<file path="src/rtl/tagprop_pkg.sv">
package tagprop_pkg;
  localparam int TP_NUM_CLS = 8;
  localparam int TP_RULE_W  = 2;

  typedef enum logic [1:0] {
    RULE_KEEP = 2'b00,
    RULE_ALL  = 2'b01,
    RULE_ANY  = 2'b10,
    RULE_CLR  = 2'b11
  } rule_e;

  typedef enum logic [2:0] {
    CLS_ARITH = 3'd0,
    CLS_LOGIC = 3'd1,
    CLS_SHIFT = 3'd2,
    CLS_CMP   = 3'd3,
    CLS_JUMP  = 3'd4,
    CLS_BRAN  = 3'd5,
    CLS_LOAD  = 3'd6,
    CLS_STORE = 3'd7
  } ins_class_e;

  // Tag combining function for one rule
  function automatic logic combine_tag(rule_e r, logic a, logic b, logic old);
    logic res;
    unique case (r)
      RULE_KEEP: res = old;
      RULE_ALL:  res = a & b;
      RULE_ANY:  res = a | b;
      default:   res = 1'b0;
    endcase
    return res;
  endfunction
endpackage

</file>
<file path="src/rtl/tp_cfg_reg.sv">
module tp_cfg_reg #(
  parameter int ADDR_W = 12,
  parameter int DATA_W = 32,
  parameter int CFG_W  = 17,
  parameter logic [ADDR_W-1:0] CFG_ADDR = 12'h7C0
) (
  input  logic              clk,
  input  logic              rst_n,
  input  logic              we,
  input  logic [ADDR_W-1:0] addr,
  input  logic [DATA_W-1:0] wdata,
  output logic [DATA_W-1:0] rdata,
  output logic [CFG_W-1:0]  cfg_q
);
  logic addr_hit;
  logic wr_hit;
  logic wr_miss;

  assign addr_hit = (addr == CFG_ADDR);
  assign wr_hit   = we & addr_hit;
  assign wr_miss  = we & ~addr_hit;

  always_ff @(posedge clk or negedge rst_n) begin
    if (!rst_n)      cfg_q <= '0;
    else if (wr_hit) cfg_q <= wdata[CFG_W-1:0];
  end

  always_comb begin
    rdata = '0;
    if (addr_hit) rdata[CFG_W-1:0] = cfg_q;
  end

  assert_write_lands_R2: assert property (@(posedge clk) disable iff (!rst_n)
    wr_hit |=> cfg_q == $past(wdata[CFG_W-1:0]));
  assert_miss_stable_R3: assert property (@(posedge clk) disable iff (!rst_n)
    wr_miss |=> $stable(cfg_q));
  assert_read_zero_R12: assert property (@(posedge clk) disable iff (!rst_n)
    !addr_hit |-> rdata == '0);
endmodule

</file>
<file path="src/rtl/tp_rule_sel.sv">
module tp_rule_sel
  import tagprop_pkg::*;
#(
  parameter int NUM_CLS = 8,
  parameter int RULE_W  = 2,
  localparam int CLS_W   = (NUM_CLS > 1) ? $clog2(NUM_CLS) : 1,
  localparam int FIELD_W = NUM_CLS * RULE_W
) (
  input  logic [FIELD_W-1:0] fields,
  input  logic [CLS_W-1:0]   cls,
  output rule_e              rule
);
  logic [RULE_W-1:0] per_cls [NUM_CLS];

  for (genvar k = 0; k < NUM_CLS; k++) begin : g_unpack
    assign per_cls[k] = fields[k*RULE_W +: RULE_W];
  end

  logic cls_ok;
  assign cls_ok = ({1'b0, cls} < (CLS_W+1)'(NUM_CLS));
  assign rule   = cls_ok ? rule_e'(per_cls[cls]) : RULE_CLR;
endmodule

</file>
<file path="src/rtl/tag_prop_unit.sv">
module tag_prop_unit
  import tagprop_pkg::*;
#(
  parameter int NUM_CLS = TP_NUM_CLS,
  parameter int ADDR_W  = 12,
  parameter int DATA_W  = 32,
  parameter logic [ADDR_W-1:0] CFG_ADDR = 12'h7C0,
  localparam int RULE_W  = TP_RULE_W,
  localparam int FIELD_W = NUM_CLS * RULE_W,
  localparam int CFG_W   = FIELD_W + 1,
  localparam int CLS_W   = (NUM_CLS > 1) ? $clog2(NUM_CLS) : 1
) (
  input  logic              clk,
  input  logic              rst_n,
  input  logic              csr_we,
  input  logic [ADDR_W-1:0] csr_addr,
  input  logic [DATA_W-1:0] csr_wdata,
  output logic [DATA_W-1:0] csr_rdata,
  input  logic [CLS_W-1:0]  ins_class,
  input  logic              src1_tag,
  input  logic              src2_tag,
  input  logic              src2_used,
  input  logic              old_tag,
  output logic              new_tag
);
  logic [CFG_W-1:0] cfg_q;
  logic             prop_en;
  rule_e            sel_rule;
  logic             eff_src2;

  tp_cfg_reg #(
    .ADDR_W(ADDR_W), .DATA_W(DATA_W), .CFG_W(CFG_W), .CFG_ADDR(CFG_ADDR)
  ) u_cfg (
    .clk(clk), .rst_n(rst_n), .we(csr_we), .addr(csr_addr),
    .wdata(csr_wdata), .rdata(csr_rdata), .cfg_q(cfg_q)
  );

  assign prop_en = cfg_q[CFG_W-1];

  tp_rule_sel #(.NUM_CLS(NUM_CLS), .RULE_W(RULE_W)) u_sel (
    .fields(cfg_q[FIELD_W-1:0]), .cls(ins_class), .rule(sel_rule)
  );

  assign eff_src2 = src2_used & src2_tag;
  assign new_tag  = prop_en & combine_tag(sel_rule, src1_tag, eff_src2, old_tag);

  assert_off_clears_R4: assert property (@(posedge clk) disable iff (!rst_n)
    !prop_en |-> !new_tag);
  assert_keep_old_R5: assert property (@(posedge clk) disable iff (!rst_n)
    (prop_en && sel_rule == RULE_KEEP) |-> new_tag == old_tag);
  assert_all_needs_src1_R6: assert property (@(posedge clk) disable iff (!rst_n)
    (prop_en && sel_rule == RULE_ALL && new_tag) |-> src1_tag);
  assert_any_from_src1_R7: assert property (@(posedge clk) disable iff (!rst_n)
    (prop_en && sel_rule == RULE_ANY && src1_tag) |-> new_tag);
  assert_clr_zero_R8: assert property (@(posedge clk) disable iff (!rst_n)
    (sel_rule == RULE_CLR) |-> !new_tag);
  assert_solo_src_R10: assert property (@(posedge clk) disable iff (!rst_n)
    (!src2_used && sel_rule == RULE_ALL) |-> !new_tag);
endmodule

</file>
<file path="config.mk">
export PLATFORM = sky130hd
export DESIGN_NAME = tag_prop_unit
export DESIGN_NICKNAME = d
export VERILOG_FILES = /design/src/rtl/tagprop_pkg.sv /design/src/rtl/tp_cfg_reg.sv /design/src/rtl/tp_rule_sel.sv /design/src/rtl/tag_prop_unit.sv
export SDC_FILE = /design/constraint.sdc
export NUM_CORES = 1
export LEC_CHECK = 0
export BUFFER_PORTS_ARGS = -buffer_cell sky130_fd_sc_hd__clkbuf_2
export CORE_ASPECT_RATIO = 0.5
export CORE_MARGIN = 8
export CORE_UTILIZATION = 39
export CTS_CLUSTER_DIAMETER = 80
export CTS_CLUSTER_SIZE = 16
export DETAILED_ROUTE_END_ITERATION = 8
export GPL_TIMING_DRIVEN = 0
export PLACE_DENSITY = 0.79
export RECOVER_POWER = 100
export SYNTH_ARGS = -nofsm -noshare
export SYNTH_HDL_FRONTEND = slang
export SYNTH_HIERARCHICAL = 1
export SYNTH_SLANG_ARGS = --single-unit
</file>
<file path="constraint.sdc">
create_clock -name clk -period 1.8 [get_ports clk]
set_input_delay 0.18 -clock clk [delete_from_list [all_inputs] [get_ports clk]]
set_output_delay 0.18 -clock clk [all_outputs]
set_load 0.03 [all_outputs]
</file>
# Word level (Yosys, flattened, before mapping)
# Index checks and enable logic that the tools add are counted.
totals:
  ff_bits: 17
  out_inout_bits: 33
op_classes:
  magnitude_cmp: 1
  n_eq_ne: 3
  n_mux: 5
  bitwise: 6
  reduce_logical: 1
op_table:
  columns: ["operator", "n"]
  rows:
  - ["17-bit two-way mux", 1]
  - ["12-bit by 11-bit equality test with 1-bit output, second input constant", 1]
  - ["2-bit binary-select mux with 3-bit select", 1]
  - ["1-bit bitwise AND", 4]
  - ["4-bit greater-or-equal comparator, second input constant", 1]
  - ["2-bit two-way mux", 2]
  - ["3-bit inverter with 4-bit output", 1]
  - ["1-bit one-hot mux with 3 select lines", 1]
  - ["2-bit by 1-bit equality test with 1-bit output, second input constant", 1]
  - ["2-bit equality test, second input constant", 1]
  - ["2-bit zero test", 1]
  - ["1-bit bitwise OR", 1]

# Longest topological paths before layout
logic_depth:
  depth_word: 7
  mapped_depth: 5
  mapped_depth_nobuf: 5

# Cells and area by module
# The synthesis kept the hierarchy.
modules_own_cells:
  columns: ["mod", "n_inst", "cells_per_inst", "area_per_inst_um2", "seq_area_each_um2"]
  rows:
  - ["tp_cfg_reg", 1, 76, 955.9, 425.4]
  - ["tp_rule_sel", 1, 6, 127.6, 0.0]
  - ["tag_prop_unit", 1, 7, 36.3, 0.0]

# Worst setup path after synthesis
# No wires, ideal clock.
synth_timing:
  path_type: "input to register"
  from: "input port csr_addr[11]"
  to: "register u_cfg.cfg_q[10]"
  arrival_time_ps: 1804
  path_slack_ps: -129
  path_stages: 5
  cell_sequence: "or4b_1 -> or4_4 -> buf_6 -> buf_12 -> mux2_4"
synth_between:
  elab_chain_cells: 2
synth_rtl:
  columns: ["item", "line", "rtl"]
  rows:
  - ["from (decl)", "tag_prop_unit.sv:16", "input logic [ADDR_W-1:0] csr_addr,"]
  - ["12-bit by 11-bit equality test with 1-bit output", "tp_cfg_reg.sv:19", "assign addr_hit = (addr == CFG_ADDR);"]
  - ["1-bit bitwise AND", "tp_cfg_reg.sv:20", "assign wr_hit = we & addr_hit;"]
  - ["to (signal assigned)", "tp_cfg_reg.sv:25", "else if (wr_hit) cfg_q <= wdata[CFG_W-1:0];"]
  - ["to (decl)", "tp_cfg_reg.sv:13", "output logic [CFG_W-1:0] cfg_q"]
# No other way between the ends.
# A chain may end at the register's enable or synchronous reset.

# Final worst setup path
layout_timing:
  from: "register u_cfg.cfg_q[13]"
  to: "output port new_tag"
layout_between:
  elab_chain_cells: 6
layout_rtl:
  columns: ["item", "line", "rtl"]
  rows:
  - ["2-bit binary-select mux with 3-bit select *", "tp_rule_sel.sv:21", "assign rule = cls_ok ? rule_e'(per_cls[cls]) : RULE_CLR;"]
  - ["2-bit two-way mux (implied by the code) * (2 in a row)", "tp_rule_sel.sv:21", null]
  - ["via sel_rule[1]", "tag_prop_unit.sv:28", "rule_e sel_rule;"]
  - ["2-bit equality test, or another cell as far along", "tagprop_pkg.sv:26", "unique case (r)"]
  - ["1-bit one-hot mux with 3 select lines *", "tagprop_pkg.sv:26", null]
  - ["1-bit bitwise AND *", "tag_prop_unit.sv:45", "assign new_tag = prop_en & combine_tag(sel_rule, src1_tag, eff_src2, old_tag);"]
  - ["to (decl)", "tag_prop_unit.sv:24", "output logic new_tag"]
# Mark *: on every way through the listed nets, which the timed path passes. The rest lies on a longest branch. The select of a mux whose other input is x is not followed.

==> impl_metrics.ini <==
[clock_network]
clk_latency_ns = 0.25
htree_levels = 1
ctsLongestPathBuffers = 2
cts_tree = yes
cts_buffers = 3
root_buffer = clkbuf_8
clk_pin_slew_ns = 0.07
cts.sinks = 17

[routing]
wire_per_inst_um = 17.6
wl_met2_um = 2030
maxUsedRoutingLayer = met4
ant_nets = 0
vias_per_cell = 4.60
drt_pre_antenna_iters = 4
drt-total-wl_um = 3680
drtIter0Drc = 17
wl_met1_um = 1330
via_count = 961
drc_errors = 0
dr_wl_met3_um = 231

[finish]
diodes = 0
fin_cells = 209
largest_register_ffs = 17
n_fill_cell = 192
reg_top3 = u_cfg/cfg_q x17
layout-drive-gt1-share_pct = 69.2
area_growth_pct = 57.5
final_nets = 227
top_register = u_cfg/cfg_q

[power]
peakVddDrop_uv = 527
p_leak_nw = 1.01
power_density_mw_per_mm2 = 460

[grt]
grt_max_degree = 18
overflow = 0
antenna_found_initial = 0
grt_pass1_wl_um = 4990
grt_pass1_vias = 1027
grt_util_all_layers_pct = 12.8

[setup_path]
cp-end-kind = output pin
startpoint = u_cfg/cfg_q[13]
rr_worst_depth = 2
worst_ep_arrival_time_ns = 1.94
cp_max_fo = 3
cpMaxStageDelayCell = mux4_2
slowest_delay_ns = 0.48
required_ns = 1.62
crit_type = flop to output pin
regToRegStartpoint = u_cfg/cfg_q[5]
crit_chain = mux4_2, mux2_4, nor2_4, a211oi_2, o21a_2, buf_8
worstSetupStartpointType = flop

[placement]
hpwl_um = 2490
port-buffer-count = 56
dp_cells = 196
gp_congestion = 0.755
detailedPlace.worstSlack_ns = -0.474

[logic_synthesis]
ys_seq_area_share_pct = 38.0
ys_warn_count = 6
synth-seq-cells = 17
syn_area_mm2 = 0.00112
synthCells = 89
synth_compound_area_share_pct = 1.79
synth_xor_area_share_pct = 0
synth_area_per_cell_um2 = 12.6
synth_simple_gate_area_share_pct = 14.5
synthMuxAreaShare_pct = 31.8
synth_fa_ha_area_share_pct = 0
synth_cell_type_count = 21
synth_top_family_by_area = multiplexers

[timing]
worstMarginPinSlew_ns = 0.933
fin_tns_setup_ns = -1.62
rsz0062_at_grt = yes
report.final.slew_viol_count = 0
finClkSkew_ns = 0
finalCritPeriodShare_pct = 118
fmax_mhz = 472
setup_viol = 17
hold_viol_final = 0
hold_slack_ns = 0.157
max_slew_margin_pct = 37.8
worst_slack_ns = -0.317
post-route-min-period_ns = 2.12

[floorplanning]
start_util_pct = 42.0
dieArea_mm2 = 0.00495
dieHeight_um = 53.9
num_io_pins = 87
num_rows = 13
fp.dieW_um = 91.8
core_area_mm2 = 0.00267

[worst_hold_path]
min_from = csr_wdata[7]
min_path_type = primary input to flop
min_path_cells = 2

[status]
violations = setup timing
status = finished, violations left

[flow_run]
cap_violations = 0
==> Yosys cell counts <==
master / number / area (µm²)
a211oi_1: 1 / 7.51
a21oi_1: 1 / 5.00
and2_1: 17 / 106
buf_12: 1 / 20.0
buf_4: 15 / 113
buf_6: 1 / 11.3
clkbuf_1: 1 / 3.75
conb_1: 1 / 3.75
dfrtp_1: 17 / 425
inv_1: 1 / 3.75
mux2_2: 9 / 101
mux2_4: 10 / 150
mux4_1: 4 / 105
nand2_1: 2 / 7.51
nand4_1: 1 / 6.26
nor2_1: 1 / 3.75
nor3_1: 2 / 10.0
o21a_1: 1 / 7.51
or4_1: 1 / 7.51
or4_4: 1 / 11.3
or4b_1: 1 / 10.0
==> path summary, 6_finish.rpt <==
kind	to	slack, ns
max	new_tag	-0.32
min	u_cfg/cfg_q[7]	0.16
max reg2reg	u_cfg/cfg_q[5]	0.89
min reg2reg	u_cfg/cfg_q[11]	0.54
max in group asynchronous	u_cfg/cfg_q[11]	0.63
min in group asynchronous	u_cfg/cfg_q[8]	0.60
==> cells by family (layout without fill, tap and decap cells) <==
group / after synthesis / count (layout)
buf+inv: 19 / 88
mux: 23 / 23
compound gates: 3 / 3
simple gates: 26 / 26
other cells: 1 / 15
flops: 17 / 17
==> where the power goes <==
| group | switching [mW] | total, mW | internal, mW |
|---|---|---|---|
| Combinational | 0.0795 | 0.144 | 0.0645 |
| Sequential | 0.00134 | 0.385 | 0.384 |
| Clock | 0.129 | 0.282 | 0.153 |
==> timing repair <==
action / CTS / global route
cloned: 0 / 2
hold endpoints to repair: 17 / 0
endpoints found under the setup margin: 18 / 28
hold buffers: 1 / 0
pin swaps: 2 / 5
resized for setup: 18 / 62
setup buffers: 4 / 3
==> final cells by class <==
cell class	count	area [µm²]	area share (%)
flip-flops and latches	17	425	24.1
clock inverters	1	5.00	0.284
repair buffers	66	458	26.0
multi-input cells	67	638	36.2
plain buffers	17	146	8.30
well taps	37	46.3	2.62
clock buffers	3	41.3	2.34
inverters	1	3.75	0.213
==> worst max-delay path: cells and delay by family (launching register included) <==
family / cells / cell delay [ns]
DFF: 1 / 0.41
and+or+nand+nor: 1 / 0.10
muxes: 2 / 0.79
AOI/OAI and AO/OA: 2 / 0.25
buffers and inverters: 1 / 0.13
==> cells in the final DEF, fill, tap and decap left out, drive strengths merged <==
cell         Yosys  routed
or4              2       2
o21a             1       1
a211oi           1       1
mux4             4       4
conb             1      15
dfrtp           17      17
and2            17      17
a21oi            1       1
nor3             2       2
inv              1       1
dlygate4sd3      0       1
clkinv           0       1
clkbuf           1      45
nand4            1       1
nand2            2       2
or4b             1       1
nor2             1       1
buf             17      40
mux2            19      19
==> metal layers <==
layer	track usage, %	vias up
li1	-	450
met1	13.0	460
met2	24.6	43
met3	4.16	8
met4	6.07	0
met5	0	-
==> metrics by stage <==
stage	power, mW	cell area (µm²)	utilization [%]
4_1_cts	0.814	1640	61.5
3_5_place_dp	0.523	1500	56.4
3_3_place_gp	0.520	1500	56.4
2_1_floorplan	0.470	1180	-
6_report	0.811	1760	66.1
5_1_grt	0.851	1760	66.1
No activity file was read; power rests on OpenSTA's default activity.
